--- config.mk ---
export PLATFORM = sky130hd
export DESIGN_NAME = thr_irq_ctrl
export DESIGN_NICKNAME = d
export VERILOG_FILES = /design/src/rtl/thr_irq_pkg.sv /design/src/rtl/thr_code_src.sv /design/src/rtl/thr_cmp_bank.sv /design/src/rtl/thr_status.sv /design/src/rtl/thr_irq_ctrl.sv
export SDC_FILE = /design/constraint.sdc
export NUM_CORES = 1
export LEC_CHECK = 0
export BUFFER_PORTS_ARGS = -buffer_cell sky130_fd_sc_hd__buf_2
export CORE_MARGIN = 4
export CORE_UTILIZATION = 45
export CTS_CLUSTER_SIZE = 25
export DETAILED_ROUTE_END_ITERATION = 16
export SYNTH_ARGS = -nofsm -noshare
export SYNTH_HDL_FRONTEND = slang
export SYNTH_SLANG_ARGS = --single-unit
export TNS_END_PERCENT = 100
--- constraint.sdc ---
create_clock -name clk -period 3.4 [get_ports clk]
set_input_delay 0.68 -clock clk [delete_from_list [all_inputs] [get_ports clk]]
set_output_delay 0.68 -clock clk [all_outputs]
set_load 0.1 [all_outputs]
--- src/rtl/thr_irq_pkg.sv ---
package thr_irq_pkg;

  // register byte offsets seen by software
  localparam logic [7:0] OFS_CTRL    = 8'h20;
  localparam logic [7:0] OFS_ACTIVE  = 8'h28;
  localparam logic [7:0] OFS_CODE    = 8'h40;
  localparam logic [7:0] OFS_RISE    = 8'h50;
  localparam logic [7:0] OFS_FALL    = 8'h54;
  localparam logic [7:0] OFS_INTEN   = 8'h70;
  localparam logic [7:0] OFS_INTST   = 8'h74;
  localparam logic [7:0] OFS_INTCLR  = 8'h78;
  localparam logic [7:0] OFS_EMUL    = 8'h80;

  // control word: enable[0], gain[11:8], trip mode[15:13], reference[28:24]
  localparam logic [31:0] CTRL_KEEP  = 32'h1F00_EF01;
  // emulation word: delay[31:16], code[15:8], enable[0]
  localparam logic [31:0] EMUL_KEEP  = 32'hFFFF_FF01;

  localparam int FALL_BASE = 16;
  localparam int LANE_STEP = 4;

  // place bit i of a level vector at base + 4*i
  function automatic logic [31:0] nib_spread(input logic [7:0] bits, input int base);
    logic [31:0] r;
    r = '0;
    for (int i = 0; i < 8; i++) begin
      if (base + LANE_STEP * i < 32) r[base + LANE_STEP * i] = bits[i];
    end
    return r;
  endfunction

  // all-ones vector of n levels
  function automatic logic [7:0] level_ones(input int n);
    logic [7:0] r;
    r = '0;
    for (int i = 0; i < 8; i++) if (i < n) r[i] = 1'b1;
    return r;
  endfunction

  // bits used in enable / status / clear for the given level counts
  function automatic logic [31:0] int_keep(input int n_rise, input int n_fall);
    return nib_spread(level_ones(n_rise), 0) | nib_spread(level_ones(n_fall), FALL_BASE);
  endfunction

endpackage

--- src/rtl/thr_code_src.sv ---
module thr_code_src #(
  parameter int CODE_W = 8,
  parameter int TIME_W = 16
) (
  input  logic              clk,
  input  logic              rst_n,
  input  logic [CODE_W-1:0] sensor_code,
  input  logic              cfg_wr,
  input  logic [31:0]       cfg_wdata,
  output logic [31:0]       cfg_rdata,
  output logic [CODE_W-1:0] cur_code,
  output logic              emu_live
);
  import thr_irq_pkg::*;

  localparam int CODE_LSB = 8;
  localparam int TIME_LSB = 16;

  logic              en_q;
  logic [CODE_W-1:0] code_q;
  logic [TIME_W-1:0] delay_q;
  logic [TIME_W-1:0] cnt_q;
  logic [CODE_W-1:0] pick;

  always_ff @(posedge clk or negedge rst_n) begin
    if (!rst_n) begin
      en_q    <= 1'b0;
      code_q  <= '0;
      delay_q <= '0;
      cnt_q   <= '0;
    end else if (cfg_wr) begin
      en_q    <= cfg_wdata[0];
      code_q  <= cfg_wdata[CODE_LSB +: CODE_W];
      delay_q <= cfg_wdata[TIME_LSB +: TIME_W];
      cnt_q   <= cfg_wdata[TIME_LSB +: TIME_W];
    end else if (cnt_q != '0) begin
      cnt_q   <= cnt_q - 1'b1;
    end
  end

  assign emu_live = en_q && (cnt_q == '0);
  assign pick     = emu_live ? code_q : sensor_code;

  always_ff @(posedge clk or negedge rst_n) begin
    if (!rst_n) cur_code <= '0;
    else        cur_code <= pick;
  end

  always_comb begin
    cfg_rdata = '0;
    cfg_rdata[0] = en_q;
    cfg_rdata[CODE_LSB +: CODE_W] = code_q;
    cfg_rdata[TIME_LSB +: TIME_W] = delay_q;
    cfg_rdata = cfg_rdata & EMUL_KEEP;
  end


  delay_countdown_chk: assert property (@(posedge clk) disable iff (!rst_n)
    (cnt_q != '0 && !cfg_wr) |=> (cnt_q == $past(cnt_q) - 1'b1));


  emul_select_chk: assert property (@(posedge clk) disable iff (!rst_n)
    (en_q && cnt_q == '0 && !cfg_wr) |=> (cur_code == $past(code_q)));


  sensor_select_chk: assert property (@(posedge clk) disable iff (!rst_n)
    (!en_q) |=> (cur_code == $past(sensor_code)));

endmodule

--- src/rtl/thr_cmp_bank.sv ---
module thr_cmp_bank #(
  parameter int CODE_W  = 8,
  parameter int N_LVL   = 4,
  parameter bit RISING  = 1'b1
) (
  input  logic                    clk,
  input  logic                    rst_n,
  input  logic                    core_en,
  input  logic [CODE_W-1:0]       code,
  input  logic [N_LVL*CODE_W-1:0] limits,
  output logic [N_LVL-1:0]        evt
);

  logic [N_LVL-1:0] hit;
  logic [N_LVL-1:0] hit_q;

  for (genvar g = 0; g < N_LVL; g++) begin : g_lvl
    logic [CODE_W-1:0] lim;
    assign lim = limits[g*CODE_W +: CODE_W];
    if (RISING) begin : g_up
      assign hit[g] = (code >= lim);
    end else begin : g_dn
      assign hit[g] = (code < lim);
    end
    assign evt[g] = core_en & hit[g] & ~hit_q[g];


    single_pulse_chk: assert property (@(posedge clk) disable iff (!rst_n)
      evt[g] |=> !evt[g]);
  end

  always_ff @(posedge clk or negedge rst_n) begin
    if (!rst_n) hit_q <= '0;
    else        hit_q <= hit;
  end

endmodule

--- src/rtl/thr_status.sv ---
module thr_status #(
  parameter logic [31:0] KEEP = 32'h0111_1111
) (
  input  logic        clk,
  input  logic        rst_n,
  input  logic        core_en,
  input  logic [31:0] set_bits,
  input  logic [31:0] clr_bits,
  input  logic [31:0] inten,
  output logic [31:0] status,
  output logic        irq
);

  always_ff @(posedge clk or negedge rst_n) begin
    if (!rst_n) status <= '0;
    else        status <= ((status & ~clr_bits) | set_bits) & KEEP;
  end

  assign irq = core_en & (|(status & inten));


  sticky_hold_chk: assert property (@(posedge clk) disable iff (!rst_n)
    (clr_bits == '0) |=> ((status & $past(status)) == $past(status)));


  clear_wins_chk: assert property (@(posedge clk) disable iff (!rst_n)
    (clr_bits != '0 && set_bits == '0) |=> ((status & $past(clr_bits)) == '0));


  frozen_off_chk: assert property (@(posedge clk) disable iff (!rst_n)
    (!core_en && clr_bits == '0) |=> (status == $past(status)));

endmodule

--- src/rtl/thr_irq_ctrl.sv ---
module thr_irq_ctrl #(
  parameter int CODE_W = 8,
  parameter int N_RISE = 4,
  parameter int N_FALL = 3,
  parameter int TIME_W = 16
) (
  input  logic              clk,
  input  logic              rst_n,
  input  logic [CODE_W-1:0] sensor_code,
  input  logic              bus_wr,
  input  logic [7:0]        bus_addr,
  input  logic [31:0]       bus_wdata,
  output logic [31:0]       bus_rdata,
  output logic              irq
);
  import thr_irq_pkg::*;

  localparam int          RISE_W   = N_RISE * CODE_W;
  localparam int          FALL_W   = N_FALL * CODE_W;
  localparam logic [31:0] INT_KEEP = int_keep(N_RISE, N_FALL);

  logic [31:0]       ctrl_q;
  logic [RISE_W-1:0] rise_q;
  logic [FALL_W-1:0] fall_q;
  logic [31:0]       inten_q;
  logic [31:0]       status;
  logic [31:0]       emul_rd;
  logic [CODE_W-1:0] cur_code;
  logic              emu_live;
  logic              core_en;
  logic [N_RISE-1:0] rise_evt;
  logic [N_FALL-1:0] fall_evt;
  logic [7:0]        rise_ext;
  logic [7:0]        fall_ext;
  logic [31:0]       set_bits;
  logic [31:0]       clr_bits;
  logic              wr_emul;

  assign core_en = ctrl_q[0];
  assign wr_emul = bus_wr && (bus_addr == OFS_EMUL);

  always_ff @(posedge clk or negedge rst_n) begin
    if (!rst_n) begin
      ctrl_q  <= '0;
      rise_q  <= '0;
      fall_q  <= '0;
      inten_q <= '0;
    end else if (bus_wr) begin
      case (bus_addr)
        OFS_CTRL:  ctrl_q  <= bus_wdata & CTRL_KEEP;
        OFS_RISE:  rise_q  <= bus_wdata[RISE_W-1:0];
        OFS_FALL:  fall_q  <= bus_wdata[FALL_W-1:0];
        OFS_INTEN: inten_q <= bus_wdata & INT_KEEP;
        default: ;
      endcase
    end
  end

  assign clr_bits = (bus_wr && bus_addr == OFS_INTCLR) ? (bus_wdata & INT_KEEP) : '0;

  thr_code_src #(.CODE_W(CODE_W), .TIME_W(TIME_W)) u_src (
    .clk        (clk),
    .rst_n      (rst_n),
    .sensor_code(sensor_code),
    .cfg_wr     (wr_emul),
    .cfg_wdata  (bus_wdata),
    .cfg_rdata  (emul_rd),
    .cur_code   (cur_code),
    .emu_live   (emu_live)
  );

  thr_cmp_bank #(.CODE_W(CODE_W), .N_LVL(N_RISE), .RISING(1'b1)) u_rise (
    .clk    (clk),
    .rst_n  (rst_n),
    .core_en(core_en),
    .code   (cur_code),
    .limits (rise_q),
    .evt    (rise_evt)
  );

  thr_cmp_bank #(.CODE_W(CODE_W), .N_LVL(N_FALL), .RISING(1'b0)) u_fall (
    .clk    (clk),
    .rst_n  (rst_n),
    .core_en(core_en),
    .code   (cur_code),
    .limits (fall_q),
    .evt    (fall_evt)
  );

  always_comb begin
    rise_ext = '0;
    fall_ext = '0;
    rise_ext[N_RISE-1:0] = rise_evt;
    fall_ext[N_FALL-1:0] = fall_evt;
  end

  assign set_bits = nib_spread(rise_ext, 0) | nib_spread(fall_ext, FALL_BASE);

  thr_status #(.KEEP(INT_KEEP)) u_stat (
    .clk     (clk),
    .rst_n   (rst_n),
    .core_en (core_en),
    .set_bits(set_bits),
    .clr_bits(clr_bits),
    .inten   (inten_q),
    .status  (status),
    .irq     (irq)
  );

  always_comb begin
    bus_rdata = '0;
    case (bus_addr)
      OFS_CTRL:   bus_rdata = ctrl_q;
      OFS_ACTIVE: bus_rdata[0] = core_en;
      OFS_CODE:   bus_rdata[CODE_W-1:0] = cur_code;
      OFS_RISE:   bus_rdata[RISE_W-1:0] = rise_q;
      OFS_FALL:   bus_rdata[FALL_W-1:0] = fall_q;
      OFS_INTEN:  bus_rdata = inten_q;
      OFS_INTST:  bus_rdata = status;
      OFS_EMUL:   bus_rdata = emul_rd;
      default:    bus_rdata = '0;
    endcase
  end


  irq_needs_core_chk: assert property (@(posedge clk) disable iff (!rst_n)
    $fell(core_en) |-> !irq);


  emul_live_code_chk: assert property (@(posedge clk) disable iff (!rst_n)
    (emu_live && !wr_emul) |=> (cur_code == $past(emul_rd[15:8])));

endmodule

# After elaboration in Yosys (flattened, before gate mapping)

Cells that the tools add are included.

Logic and storage cells: 76
Register bits after elaboration: 139
Output and inout port bits: 33
Input port bits: 51

Bitwise gates (word level): 27
Reductions and logical operators: 12
Equal/unequal tests: 9
Add/sub/neg operators: 1
Multiplexer cells: 8
Order comparisons: 7

Operators by type and width:

| cell                                                                  | count |
|---|---|
| 16-bit one-hot mux with 6 select lines                                | 1 |
| 25-bit AND                                                            | 2 |
| 8-bit by 7-bit == test with 1-bit output (second input constant)      | 6 |
| 8-bit one-hot mux with 5 select lines                                 | 1 |
| 7-bit one-hot mux with 5 select lines                                 | 1 |
| 8-bit >= comparator                                                   | 4 |
| 16-bit 2-to-1 mux                                                     | 2 |
| 32-bit OR reduction                                                   | 1 |
| 25-bit 2-to-1 mux                                                     | 1 |
| 25-bit inverter                                                       | 1 |
| 13-bit by 25-bit OR with 25-bit output                                | 1 |
| 25-bit OR                                                             | 1 |
| 8-bit < comparator                                                    | 3 |
| 8-bit by 6-bit == test with 1-bit output (second input constant)      | 2 |
| 16-bit logical NOT                                                    | 1 |
| 16-bit nonzero test                                                   | 1 |
| 16-bit by 1-bit subtractor with 16-bit output (second input constant) | 1 |
| 1-bit AND                                                             | 15 |
| 8-bit == test (second input constant)                                 | 1 |
| 8-bit 2-to-1 mux                                                      | 1 |
| 2-bit AND reduction                                                   | 4 |
| 1-bit inverter                                                        | 7 |
| 1-bit one-hot mux with 7 select lines                                 | 1 |
| 1-bit logical AND                                                     | 3 |
| 2 further kinds                                                       | 2 |

# Logic depth before layout (Yosys ltp)

Word-level depth: 6
Depth in mapped cells: 7
Mapped depth without buffers: 7

# Cells and area by module

A second synthesis with hierarchy kept.

Cell total of the unflattened synthesis: 777
Area total of the unflattened synthesis: 8,476.9 um^2

By module, submodules not included:

| module                | seq. area each (um^2) | instances | cells each | area each (um^2) |
|---|---|---|---|---|
| thr_irq_ctrl          | 1,901.8               | 1         | 333        | 4,080.2 |
| thr_code_src          | 1,226.2               | 1         | 200        | 2,253.4 |
| thr_cmp_bank (u_rise) | 100.1                 | 1         | 111        | 1,024.7 |
| thr_cmp_bank (u_fall) | 75.1                  | 1         | 81         | 638.1 |
| thr_status            | 175.2                 | 1         | 52         | 480.5 |

# Worst setup path before layout

OpenSTA, ideal clock, no wires.

Path kind: input port to output port
Start point: in bus_addr[1]
End point: out bus_rdata[10]
Arrival: 3.834 ns
Buffers on the path: 2
Slack: -1.114 ns
Required time: 2.720 ns
Cell stages on the path: 5
Cells stage by stage: or4_1 -> buf_2 -> or2_4 -> buf_6 -> o21ai_0

Cells in the longest elaborated chain, start to end: 2
Elaborated cells on any way between the ends: 7
Classes of those cells: 6 x eq/ne; 1 x mux

Ends and longest elaborated chain:

| item                                        | line                | RTL |
|---|---|---|
| start: declaration                          | thr_irq_ctrl.sv:11  | `input logic [7:0] bus_addr,` |
| 8-bit == test, or another cell as far along | thr_irq_ctrl.sv:112 | `case (bus_addr)` |
| 16-bit one-hot mux with 6 select lines (*)  | thr_irq_ctrl.sv:112 |  |
| end: declaration                            | thr_irq_ctrl.sv:13  | `output logic [31:0] bus_rdata,` |

Mark *: on every way between the ends. The rest lies on a longest branch, timed or not.

# Final worst setup path

Start point: in bus_addr[1]
End point: out bus_rdata[7]

Cells in the longest elaborated chain, start to end: 2
Elaborated cells on any way between the ends: 6
Classes of those cells: 5 x eq/ne; 1 x mux

Ends and longest elaborated chain:

| item                                      | line |
|---|---|
| 8-bit by 7-bit == test with 1-bit output  | thr_irq_ctrl.sv:112 |
| 7-bit one-hot mux with 5 select lines (*) | thr_irq_ctrl.sv:112 |

Marked as above.

==> results.md <==
- The flow ran to the end, and the final reports show no timing, DRC or antenna violations.
- The final-stage net count is 955.
- The Yosys step of the flow raised 0 warnings.
- After detailed routing, the total wire length is 21.8 mm.
- The slack of the worst reg-to-reg path is 0.88 ns.
- The via count normalized by instance count is 5.68.
- The initial utilization of the core area, before any placement, comes to 46.0%.
- Counting flops with an async set or reset pin after synthesis yields a share of 100%.
- The reg-to-reg startpoint is u_src.cnt_q[12].
- Measured along the y axis, the die boundary spans 138 um.
- The fmax is 0.304 GHz.
- Setup repair after global routing left no endpoint under its margin.
- The first detailed-routing pass took 5 iterations.
- The transition time at the pin with the least slew margin is 0.916 ns.
- TritonCTS built the clock tree.
- For this design the static power due to leakage is 4.65 nW.
- The placed instances occupy a cell area of 0.00886 mm2.
- Buffers inserted during clock tree synthesis total 17.
- The total number of placement rows is 47.
- In the layout the commonest cells are 156 x sky130_fd_sc_hd__nand2_1, 139 x sky130_fd_sc_hd__dfrtp_1, 66 x sky130_fd_sc_hd__mux2_2.
- The worst pin sits at a relative slew slack of 38.2%.
- The path class of the tightest hold or removal check is in -> async.
- Of all nets on the critical path, the largest fanout is 11.
- The max-slew violation total from the final report is 0.
- The final HPWL from detailed placement is 15.6 mm.
- The worst register-to-register path has a depth of 5.
- The count of buffers added on input and output ports is 83.
- During I/O placement, the number of pins put on the boundary was 84.
- The average routed wire per standard cell is 20.1 um.
- From left edge to right edge, the die measures 138 um.
- The number of flip-flops and latches in the synthesized netlist is 139.
- The sum of negative setup slack is 0 ns.
- Subtracting the final worst setup slack from the clock period gives 3.29 ns.
- The post-synthesis area per instance is 10.1 um2.
- The total overflow left after global routing is 0.
- Among all flip-flop cells after synthesis, the most frequent one is sky130_fd_sc_hd__dfrtp_1.
- The number of flops mapped to enable cells by yosys is 0.
- The total vias in the final route is 6141.
- The terminus of the critical flop-to-flop path is u_src.cur_code[7].
- The final count of negative-setup-slack endpoints is 0.
- The post-synthesis instance total is 754.
- The core footprint is 0.0166 mm2.
- The global routing usage summed across all routing layers is 23.2%.
- At the end of the flow the core is filled with cells to 57.5%.
- The first global-routing pass estimated 35.0 mm of wire.
- The total power of the final layout is 4.89 mW.
- The level count of the clock H-tree is 4.
- The count of nets left with antenna violations once routing finished came out at 0.
- The power density of the placed cells is 513 mW/mm2.
- The worst path arrival time is 2.61 ns.
- The clock passes through at most 2 buffers.
- STA classifies the critical path startpoint as an input port.
- In the final layout, the multi-input gates occupy 0.00375 mm2.
- The die outline area is 0.0191 mm2.
- The proportion of synthesized chip area in sequential cells is 45.6%.
- VDD sags by at most 0.364 mV.
- The number of remaining DRC errors is 0.
- The number of buffer and inverter stages on the critical path is 4.
- The cell area after layout is 0.00953 mm2.
- The share of post-route cells with drive strength above 1 is 26.6%.
- The sequential cells in the finished layout cover a total of 0.00348 mm2.
- At the later pin of the worst-skew pair, clock insertion delay measures 0.42 ns.
- Yosys mapped the design onto 56 distinct sky130hd cell types.
- In this run, the number of DRC markers left after iteration 0 of detailed routing was 402.
- Post-CTS timing repair inserted 0 buffers for setup.
- Across the run, the number of max-cap violations was 0.
- The total of cells resized after clock tree synthesis is 0.
- The final weighted congestion in routability-driven placement is 0.883.
- The worst-case hold slack is 0.176 ns.
- The number of hold violations in the final report is 0.
- The mapped netlist covers 0.00763 mm2.
- The clock sink count is 139.
- The fill cell instance count of the final layout is 1438.
- The critical path runs through a total of 8 cells.
- Entering global routing, the biggest net connects 98 pins.
- In this run the clock root is driven by a sky130_fd_sc_hd__clkbuf_16.
- The initial antenna violation count came to 1.
- Among all stages on the critical path, the largest delay is contributed by sky130_fd_sc_hd__or4_4.
- The critical path is of the in -> out type.
- STA classifies the critical path endpoint as an output port.
- The clock-pin transition on the worst setup and hold timing paths is 0.06 ns.
- The number of nets handed over by synthesis was 860.
- The setup clock skew after layout is 0.00848 ns.
- The peak per-stage delay on the critical path is 0.58 ns.
- The final period utilization is 96.9%.
- Leaving out fill and tap cells, the most frequent cell in the layout is sky130_fd_sc_hd__nand2_1.
- Walking the worst path, the cells encountered are buf_2 > or4_4 > or2_4 > nor4b_4 > buf_4 > a222oi_1 > inv_2 > buf_12.
- The hold buffer count at cts is 0.
- The number of global-route vias before repair is 6427.
- The kind of cell with the highest combined delay along the critical path is simple AND/OR/NAND/NOR gates.
- Data on the critical path is required at its endpoint by 2.72 ns.
- The synthesis-to-layout area growth is 25.0%.
## synth_stat cells, drive strengths merged, types with 4 or more instances
master    n  area share, %
nor4      5           0.41
or3       4           0.34
nor3      6           0.39
buf      14            1.5
a222oi    7           0.92
a32o      4           0.53
nand2b    7           0.57
a221o     6           0.79
a22oi    29            2.9
ha       55            9.0
and4      4           0.46
and3      6           0.49
o21ai    42            2.8
nand2   163            8.1
xnor2     7           0.80
nor2     12           0.69
clkbuf   14           0.69
inv      70            3.4
dfrtp   139             46
nor2b     4           0.33
mux2     66            9.7
a22o      6           0.69
xor2      5           0.57
a21o     17            1.7
a21oi    15           0.98
## kinds of logic (layout without fill, tap and decap cells)
logic type | after synthesis | after routing | share of synthesized area [%]
XOR/XNOR | 12 | 12 | 1.38
multiplexers | 68 | 68 | 10.3
AND/OR/NAND/NOR | 234 | 234 | 14.4
AO/OA/AOI/OAI | 148 | 148 | 13.6
buffers and inverters | 98 | 205 | 5.63
flip-flops | 139 | 139 | 45.6
adder cells (fa/ha/maj) | 55 | 55 | 9.02
other | 0 | 1 | 0
## power breakdown
group | switching, mW | internal (mW) | total (mW)
Sequential | 0.202 | 1.84 | 2.05
Clock | 0.702 | 1.38 | 2.08
Combinational | 0.418 | 0.347 | 0.765
## layer usage
metal	share of wire, %	GRT usage [%]	vias to the layer above
met5	0.051	0	-
met4	2.6	6.76	2
met3	5.2	5.66	32
met2	49	39.4	195
met1	43	29.5	3056
li1	-	-	2856
## through the flow
step | instances | setup slack [ns]
finish | 1082 | 0.107
CTS | 1081 | 0.100
detailed placement | 1050 | 0.105
global route | 1081 | 0.0179
global placement | 1050 | 0.146
floorplan | 754 | -0.456
## how the worst max path moves through the flow
stage	slack, ns	to	startpoint
6_report	0.11	bus_rdata[7]	bus_addr[1]
5_1_grt	0.02	bus_rdata[3]	bus_addr[1]
3_5_place_dp	0.11	bus_rdata[7]	bus_addr[1]
2_1_floorplan	-0.46	bus_rdata[0]	bus_addr[1]
3_3_place_gp	0.15	bus_rdata[7]	bus_addr[1]
4_1_cts	0.10	bus_rdata[7]	bus_addr[1]
## registers in the layout, indices dropped and copies added, names as in the netlist, 8 cells and up
name	cells
fall_q	24
rise_q	32
u_src.delay_q	16
u_src.code_q	8
u_src.cnt_q	16
ctrl_q	13
u_src.cur_code	8
## final cells by class
type / instances / area share, %
Sequential cell: 139 / 36.5
Timing Repair Buffer: 104 / 11.5
Clock inverter: 10 / 1.96
Multi-Input combinational cell: 517 / 39.3
Antenna cell: 1 / 0.0263
Tap cell: 220 / 2.89
Inverter: 70 / 2.76
Clock buffer: 21 / 5.04
## worst reg2reg max path, stage by stage, from the launching register on
cell                      delay [ns]
sky130_fd_sc_hd__dfrtp_1        0.40
sky130_fd_sc_hd__or3_1          0.43
sky130_fd_sc_hd__nor4_1         0.38
sky130_fd_sc_hd__and3_1         0.22
sky130_fd_sc_hd__nand3_1        0.49
sky130_fd_sc_hd__mux2_2         0.48
No activity file was read; power rests on OpenSTA's default activity.
